`src/rtl/lb_pkg.sv`:
```
package lb_pkg;
  typedef enum logic [1:0] {
    MODE_IDLE = 2'b00,
    MODE_FILL = 2'b01,
    MODE_RUN  = 2'b10
  } lbMode_e;

  // Strobes issued by the control to the datapath each cycle
  typedef struct packed {
    logic capture; // latch loop target and branch address
    logic write;   // store fetchWord at the current slot
    logic read;    // drive the stored word to the output
  } lbStrobe_t;
endpackage

```
`src/rtl/lb_datapath.sv`:
```
module lb_datapath
  import lb_pkg::*;
#(
  parameter int PC_W   = 32,
  parameter int WORD_W = 32,
  parameter int DEPTH  = 8
) (
  input  logic              clk,
  input  logic              rst_n,
  input  logic [PC_W-1:0]   fetchPc,
  input  logic [WORD_W-1:0] fetchWord,
  input  logic [PC_W-1:0]   brTarget,
  input  lbStrobe_t         stb,
  output logic              inRange,
  output logic              atBranch,
  output logic              qualify,
  output logic [WORD_W-1:0] bufWord
);
  localparam int IDX_W = (DEPTH > 1) ? $clog2(DEPTH) : 1;
  localparam logic [PC_W-1:0] SPAN_LIMIT = PC_W'(DEPTH);

  logic [PC_W-1:0]   loopStart;
  logic [PC_W-1:0]   loopEnd;
  logic [PC_W-1:0]   offset;
  logic [IDX_W-1:0]  slot;
  logic [WORD_W-1:0] store [DEPTH];

  always_ff @(posedge clk) begin
    if (!rst_n) begin
      loopStart <= '0;
      loopEnd   <= '0;
    end else if (stb.capture) begin
      loopStart <= brTarget;
      loopEnd   <= fetchPc;
    end
  end

  always_comb begin
    offset   = fetchPc - loopStart;
    slot     = offset[IDX_W-1:0];
    inRange  = (fetchPc >= loopStart) && (fetchPc <= loopEnd);
    atBranch = (fetchPc == loopEnd);
    qualify  = (brTarget <= fetchPc) && ((fetchPc - brTarget) < SPAN_LIMIT);
  end

  for (genvar e = 0; e < DEPTH; e++) begin : g_slot
    always_ff @(posedge clk) begin
      if (stb.write && (slot == IDX_W'(e)))
        store[e] <= fetchWord;
    end
  end

  assign bufWord = stb.read ? store[slot] : '0;
endmodule

```
`src/rtl/lb_control.sv`:
```
module lb_control
  import lb_pkg::*;
(
  input  logic      clk,
  input  logic      rst_n,
  input  logic      isBranch,
  input  logic      brTaken,
  input  logic      inRange,
  input  logic      atBranch,
  input  logic      qualify,
  output lbStrobe_t stb,
  output lbMode_e   mode,
  output logic      useBuffer
);
  lbMode_e modeNext;

  always_comb begin
    modeNext    = mode;
    stb         = '0;
    unique case (mode)
      MODE_IDLE: begin
        if (isBranch && brTaken && qualify) begin
          modeNext    = MODE_FILL;
          stb.capture = 1'b1;
        end
      end
      MODE_FILL, MODE_RUN: begin
        stb.write = (mode == MODE_FILL) && inRange;
        stb.read  = (mode == MODE_RUN) && inRange;
        if (isBranch && atBranch)
          modeNext = brTaken ? MODE_RUN : MODE_IDLE;
        else if (isBranch && brTaken)
          modeNext = MODE_IDLE;
        else if (!inRange)
          modeNext = MODE_IDLE;
      end
      default: modeNext = MODE_IDLE;
    endcase
  end

  always_ff @(posedge clk) begin
    if (!rst_n) mode <= MODE_IDLE;
    else        mode <= modeNext;
  end

  assign useBuffer = stb.read;
endmodule

```
`src/rtl/loopbuf_ctl.sv`:
```
module loopbuf_ctl
  import lb_pkg::*;
#(
  parameter int PC_W   = 32,
  parameter int WORD_W = 32,
  parameter int DEPTH  = 8
) (
  input  logic              clk,
  input  logic              rst_n,
  input  logic [PC_W-1:0]   fetchPc,
  input  logic [WORD_W-1:0] fetchWord,
  input  logic              isBranch,
  input  logic              brTaken,
  input  logic [PC_W-1:0]   brTarget,
  output logic              useBuffer,
  output logic [WORD_W-1:0] bufWord,
  output logic [1:0]        mode
);
  lbStrobe_t stb;
  lbMode_e   modeState;
  logic      inRange, atBranch, qualify;

  lb_control u_ctrl (
    .clk(clk), .rst_n(rst_n), .isBranch(isBranch), .brTaken(brTaken),
    .inRange(inRange), .atBranch(atBranch), .qualify(qualify),
    .stb(stb), .mode(modeState), .useBuffer(useBuffer)
  );

  lb_datapath #(.PC_W(PC_W), .WORD_W(WORD_W), .DEPTH(DEPTH)) u_data (
    .clk(clk), .rst_n(rst_n), .fetchPc(fetchPc), .fetchWord(fetchWord),
    .brTarget(brTarget), .stb(stb), .inRange(inRange), .atBranch(atBranch),
    .qualify(qualify), .bufWord(bufWord)
  );

  assign mode = modeState;
endmodule

```
`config.mk`:
```
export PLATFORM = sky130hd
export DESIGN_NAME = loopbuf_ctl
export DESIGN_NICKNAME = d
export VERILOG_FILES = /design/src/rtl/lb_pkg.sv /design/src/rtl/lb_datapath.sv /design/src/rtl/lb_control.sv /design/src/rtl/loopbuf_ctl.sv
export SDC_FILE = /design/constraint.sdc
export NUM_CORES = 1
export LEC_CHECK = 0
export ABC_CLOCK_PERIOD_IN_PS = 5700
export BUFFER_PORTS_ARGS = -buffer_cell sky130_fd_sc_hd__buf_2
export CORE_UTILIZATION = 40
export CTS_CLUSTER_SIZE = 16
export DETAILED_ROUTE_END_ITERATION = 8
export PLACE_DENSITY_LB_ADDON = 0.2
export SYNTH_ARGS = -nofsm -noshare
export SYNTH_HDL_FRONTEND = slang
export SYNTH_SLANG_ARGS = --single-unit
```
`constraint.sdc`:
```
create_clock -name clk -period 5.7 [get_ports clk]
set_input_delay 1.14 -clock clk [delete_from_list [all_inputs] [get_ports clk]]
set_output_delay 1.14 -clock clk [all_outputs]
set_load 0.03 [all_outputs]
```
## After elaboration in Yosys (flattened, before gate mapping)

Memories as Yosys holds them, arrays and structs flattened.
Cells that the tools add are included.

- Memory bits (writable): 256
- Latch bits: 0
- Memories: 1
- Flip-flop bits (word level): 66
- Bits in read-only memories: 0
- Input bits: 100
- Logic and storage cells: 95

Memories:

| name | depth | bits a word | read ports | clocked after Yosys merged registers in | write ports | line | RTL |
|---|---|---|---|---|---|---|---|
| u_data.store | 8 | 32 | 1 | 0 | 1 | lb_datapath.sv:26 | `logic [WORD_W-1:0] store [DEPTH];` |

- Reduce and logical (&&, ||, !) cells: 26
- Equality and inequality tests: 12
- Order comparisons: 4
- $add $sub $neg: 2
- Mux-type cells: 47
- Div/mod/pow operators: 0
- Shift-type cells: 0
- Multiply operators: 0
- Bitwise gates (word level): 0

Operators with widths:

| kind | count |
|---|---|
| 2-to-1 mux 32 bit | 8 |
| OR reduction 32 bit | 7 |
| less-or-equal comparator 32 bit | 2 |
| equality test 32 bit | 1 |
| >= comparator 32 bit | 1 |
| < comparator 32 x 4 -> 1 bit, second input constant | 1 |
| subtractor 32 bit | 1 |
| 2-to-1 mux 1 bit | 25 |
| 2-to-1 mux 3 bit | 7 |
| logical AND 1 bit | 15 |
| equality test 3 bit, second input constant | 4 |
| 2-to-1 mux 2 bit | 6 |
| equality test 3 x 2 -> 1 bit, second input constant | 2 |
| != test 4 bit, second input constant | 1 |
| case mux 2 bit (2 select lines) | 1 |
| equality test 3 x 1 -> 1 bit, second input constant | 1 |
| logical NOT 3 bit | 1 |
| subtractor 3 bit | 1 |
| equality test 2 x 1 -> 1 bit, second input constant | 1 |
| equality test 2 bit, second input constant | 1 |
| logical NOT 2 bit | 1 |
| != test 2 x 1 -> 1 bit, second input constant | 1 |
| AND reduction 2 bit | 1 |
| OR reduction 2 bit | 1 |

## Depth between registers and ports, before layout

- Depth in word-level cells: 15
- Mapped depth: 15
- Gate-level depth less buffers: 14

## Cells and area by module

A second synthesis with hierarchy kept.

- Cell total of the unflattened synthesis: 1236
- Area total of the unflattened synthesis: 16084.2 um2

By module, submodules not included:

| module | seq. area each (um2) | cells an instance | area an instance (um2) | instances |
|---|---|---|---|---|
| lb_datapath | 8968.6 | 1215 | 15906.5 | 1 |
| lb_control | 40.0 | 21 | 177.7 | 1 |

## Worst setup path after synthesis

No wires, ideal clock.

- Kind: input port to output port
- Start: input port fetchPc[0]
- End: output port bufWord[10]
- Stages: 8
- Data required time: 4560 ps
- Path slack: 996 ps
- Arrival: 3564 ps
- Path buffers: 3
- Cell sequence: inv_1 -> ha_1 -> clkbuf_1 -> buf_1 -> buf_1 -> mux4_2 -> nand2_1 -> a21oi_1

- Word-level cells in the longest chain between the ends: 5
- Elaborated cells between the ends (all ways): 8

Ends and longest elaborated chain:

| element | line | RTL |
|---|---|---|
| from (decl) | loopbuf_ctl.sv:10 | `input logic [PC_W-1:0] fetchPc,` |
| >= comparator 32 bit / less-or-equal comparator 32 bit (equally long branches) | lb_datapath.sv:41 | `inRange = (fetchPc >= loopStart) && (fetchPc <= loopEnd);` |
| logical AND 1 bit | lb_datapath.sv:41 |  |
| logical AND 1 bit | lb_control.sv:29 | `stb.read = (mode == MODE_RUN) && inRange;` |
| 2-to-1 mux 2 bit | lb_control.sv:20 | `unique case (mode)` |
| 2-to-1 mux 32 bit (*) | lb_datapath.sv:53 | `assign bufWord = stb.read ? store[slot] : '0;` |
| to (decl) | loopbuf_ctl.sv:16 | `output logic [WORD_W-1:0] bufWord,` |

Mark *: on every way between the ends. The rest lies on a longest branch, timed or not.

## Worst setup path in the final report

- Start: input port fetchPc[0]
- End: output port bufWord[14]

Same word-level chain as after synthesis.

==> summary.txt <==
Run status
  • Status: complete, no violations

STA
  • Total Neg Setup Slack: 0 ns
  • Period utilisation layout: between 90% and 100%
  • Clock skew: 0.0268 ns
  • RSZ-0062 raised after global routing: false
  • Worst Setup Slack, final: 0.313 ns
  • Tightest Pin Transition: 0.816 ns
  • Post-layout min period: 5.39 ns
  • Fin. Hold Viols: 0
  • Relative slew slack: 45.6%
  • Highest clock rate: 0.186 GHz
  • Pins over their slew limit: 0
  • Final Setup Violations: 0

Worst setup path
  • FF-to-FF path depth: 12
  • CP Max Fanout: 33
  • R2r endpoint: u_data.store[6][30]
  • CP required: 4.56 ns
  • Kind of critical path: input pin to primary output
  • Reg2reg setup slack: 2.26 ns
  • CP arrival: 4.25 ns
  • Crit. End Element: primary output
  • Worst reg2reg startpoint: u_data.loopEnd[31]
  • Worst Setup Start Kind: input pin

Synthesis
  • Syn avg cell area: roughly 12 sq um
  • Synth async-reset ratio: 0%
  • Post-synth top area share: 46.4%
  • Sequential area share after synthesis: 54.4%
  • Leading register cell type out of synthesis: edfxtp_1
  • Leading area contributor after synthesis: edfxtp_1
  • Area contributors post-synth: edfxtp_1 (46%), mux4_2 (8.7%), dfxtp_1 (8.0%)
  • Synth Register Bits: about 320
  • Post-synth net total: 1570
  • Mapped Cells: 1369
  • Post-synth EDFFs: 256
  • Unique masters post-synth: 84
  • Ys Warns: 0
  • Post-Syn Area: 16600 sq um

Pwr
  • Peak supply drop: around 0.23 mV
  • Lkg Pwr: roughly 6.6 nW
  • Power consumption: 5.29 mW
  • Cell Pwr Density: 279 nW/um^2

Die
  • Die Wd: roughly 200 microns
  • Die area: 42200 sq um
  • Core footprint: 40800 sq um
  • Top Ports: 135
  • Row count: 74
  • Die Ht: 206 microns
  • Initial Util: 40.6%

Place
  • Routability Congestion: 0.902
  • Detailed placement HPWL: 28.7 mm
  • Buffers on Ports: 134
  • Dpl ws: between 0.2 and 0.3 ns
  • Placed instance count: approximately 2000

Hold path
  • Critical hold path startpoint: u_data.loopStart[25]
  • Hold/Removal Path Class: flop to flop
  • Hold path depth: 2
  • Hold endpoint: u_data.loopStart[25]

Finish
  • Share of cells above drive strength 1: 21.5%
  • Most common cell after layout, fill and taps aside: edfxtp_1
  • Nets: around 1700
  • Final core occ: 46.4%
  • Area Growth Syn to Fin: 14.4%
  • Final Non-Filler Cells: 2049
  • Commonest cells after routing, fill and taps aside: edfxtp_1 (256), a21oi_1 (149), buf_2 (134), inv_1 (112), nand2_1 (112)

Clocking
  • Clk sink count: 322
  • TritonCTS buffer count: 37
  • CTS tree: yes
  • Clock-pin slew on the worst setup and hold paths: approximately 0.060 ns
  • Post-CTS Setup Repair Bufs: 0
  • Max Root-Sink Buffers: 3
  • Clk_lat worst skew: 0.56 ns
  • CTS Hold Bufs: 0
  • Resized cells post-CTS: 0
  • H-Tree Depth: 2
  • Root Driver: clkbuf_16

Routing
  • Routed WL: 44.4 mm
  • First-iteration detailed-routing DRC count: between 800 and 900
  • Vias: 11600
  • DRC: 0
  • Vias/cell: 5.65
  • DR pass1 iterations: 5
  • Wirelength per Cell: about 22 microns
  • Final ANT Viol Nets: 0

Global routing
  • Initial antenna violation count: 6
  • Gr ovfl total: 0
  • First-pass GRT wire length: 67.1 mm
  • All-Layer GR Usage: 21.1%
  • Number of global-route vias before repair: 11500
  • Largest net degree at the start of global routing: 69

Flow run
  • Max-cap check violation count: 0
==> synthesized netlist by cell type, drive strengths merged (5+ instances only) <==
library cell and number:
o21ai 95, inv 113, clkbuf 36, o221ai 5, and2 5, nor2 38, o21a 15, a21o 24
a211oi 7, nor3 12, ha 100, edfxtp 256, dfxtp 66, nor4 10, or3 8, a21oi 154
nand3 19, nand4 95, nand2 112, xnor2 5, buf 49, mux4 64, o211ai 7
==> kinds of logic (layout without fill, tap and decap cells) <==
group | after synthesis | after routing | share of synthesized area, %
muxes | 68 | 68 | 8.94
other | 0 | 4 | 0
buffers and inverters | 198 | 342 | 5.47
adders and majority gates | 101 | 101 | 7.67
and+or+nand+nor | 325 | 325 | 10.3
xor gates and xnor gates | 6 | 6 | 0.317
AOI/OAI and AO/OA | 349 | 349 | 13.0
DFF | 322 | 322 | 54.4
==> worst max path at each step <==
stage	startpoint	to	slack [ns]	depth (start not counted)
3_3_place_gp	fetchPc[0]	bufWord[14]	0.42	16
4_1_cts	fetchPc[0]	bufWord[14]	0.27	16
2_1_floorplan	fetchPc[0]	bufWord[10]	1.0	8
5_1_grt	fetchPc[0]	bufWord[12]	0.17	16
3_5_place_dp	fetchPc[0]	bufWord[14]	0.28	16
6_report	fetchPc[0]	bufWord[14]	0.31	16
==> stage by stage <==
step / hold WS, ns / area [sq um]
global route: 0.496 / 18900
detailed placement: 0.470 / 17800
global placement: 0.460 / 17800
floorplan: 0.450 / 16600
finish: 0.476 / 19000
CTS: 0.478 / 18900
==> routing by layer <==
layer | global-route usage, % | vias up | wire, microns
met5 | 0 | - | 32
met4 | 5.21 | 6 | 728
met3 | 4.09 | 52 | 2260
met2 | 35.6 | 278 | 21600
met1 | 27.8 | 5774 | 19700
li1 | - | 5474 | -
==> final cells by class <==
| type | count | area (sq um) |
|---|---|---|
| Antenna cell | 4 | 10.0 |
| Clock buffer | 41 | 951 |
| Clock inverter | 26 | 188 |
| Fill cell | 3746 | 21900 |
| Inverter | 113 | 424 |
| Multi-Input combinational cell | 849 | 6770 |
| Sequential cell | 322 | 9010 |
| Tap cell | 532 | 666 |
| Timing Repair Buffer | 162 | 943 |
==> state kept, by name (all words and copies together), names as in the netlist <==
signal,flops
u_data.store,256
u_data.loopEnd,32
u_data.loopStart,32
u_ctrl.mode,2
==> where the power goes <==
group	internal, mW	switching (mW)	total, mW
Combinational	0.206	0.340	0.546
Sequential	2.53	0.000000000311	2.53
Clock	1.22	0.994	2.22
Total	3.96	1.33	5.29
==> worst max-delay path, cell delays in order <==
cell,delay (ns)
buf_2,0.13
inv_1,0.15
ha_4,0.14
inv_1,0.04
fa_4,0.49
a21o_1,0.18
a21oi_1,0.14
o211ai_1,0.13
a221oi_1,0.39
o21a_1,0.17
o31ai_1,0.06
and4_1,0.28
nand2_1,0.08
buf_4,0.40
a21oi_1,0.10
buf_2,0.20
No activity file was read; power rests on OpenSTA's default activity.
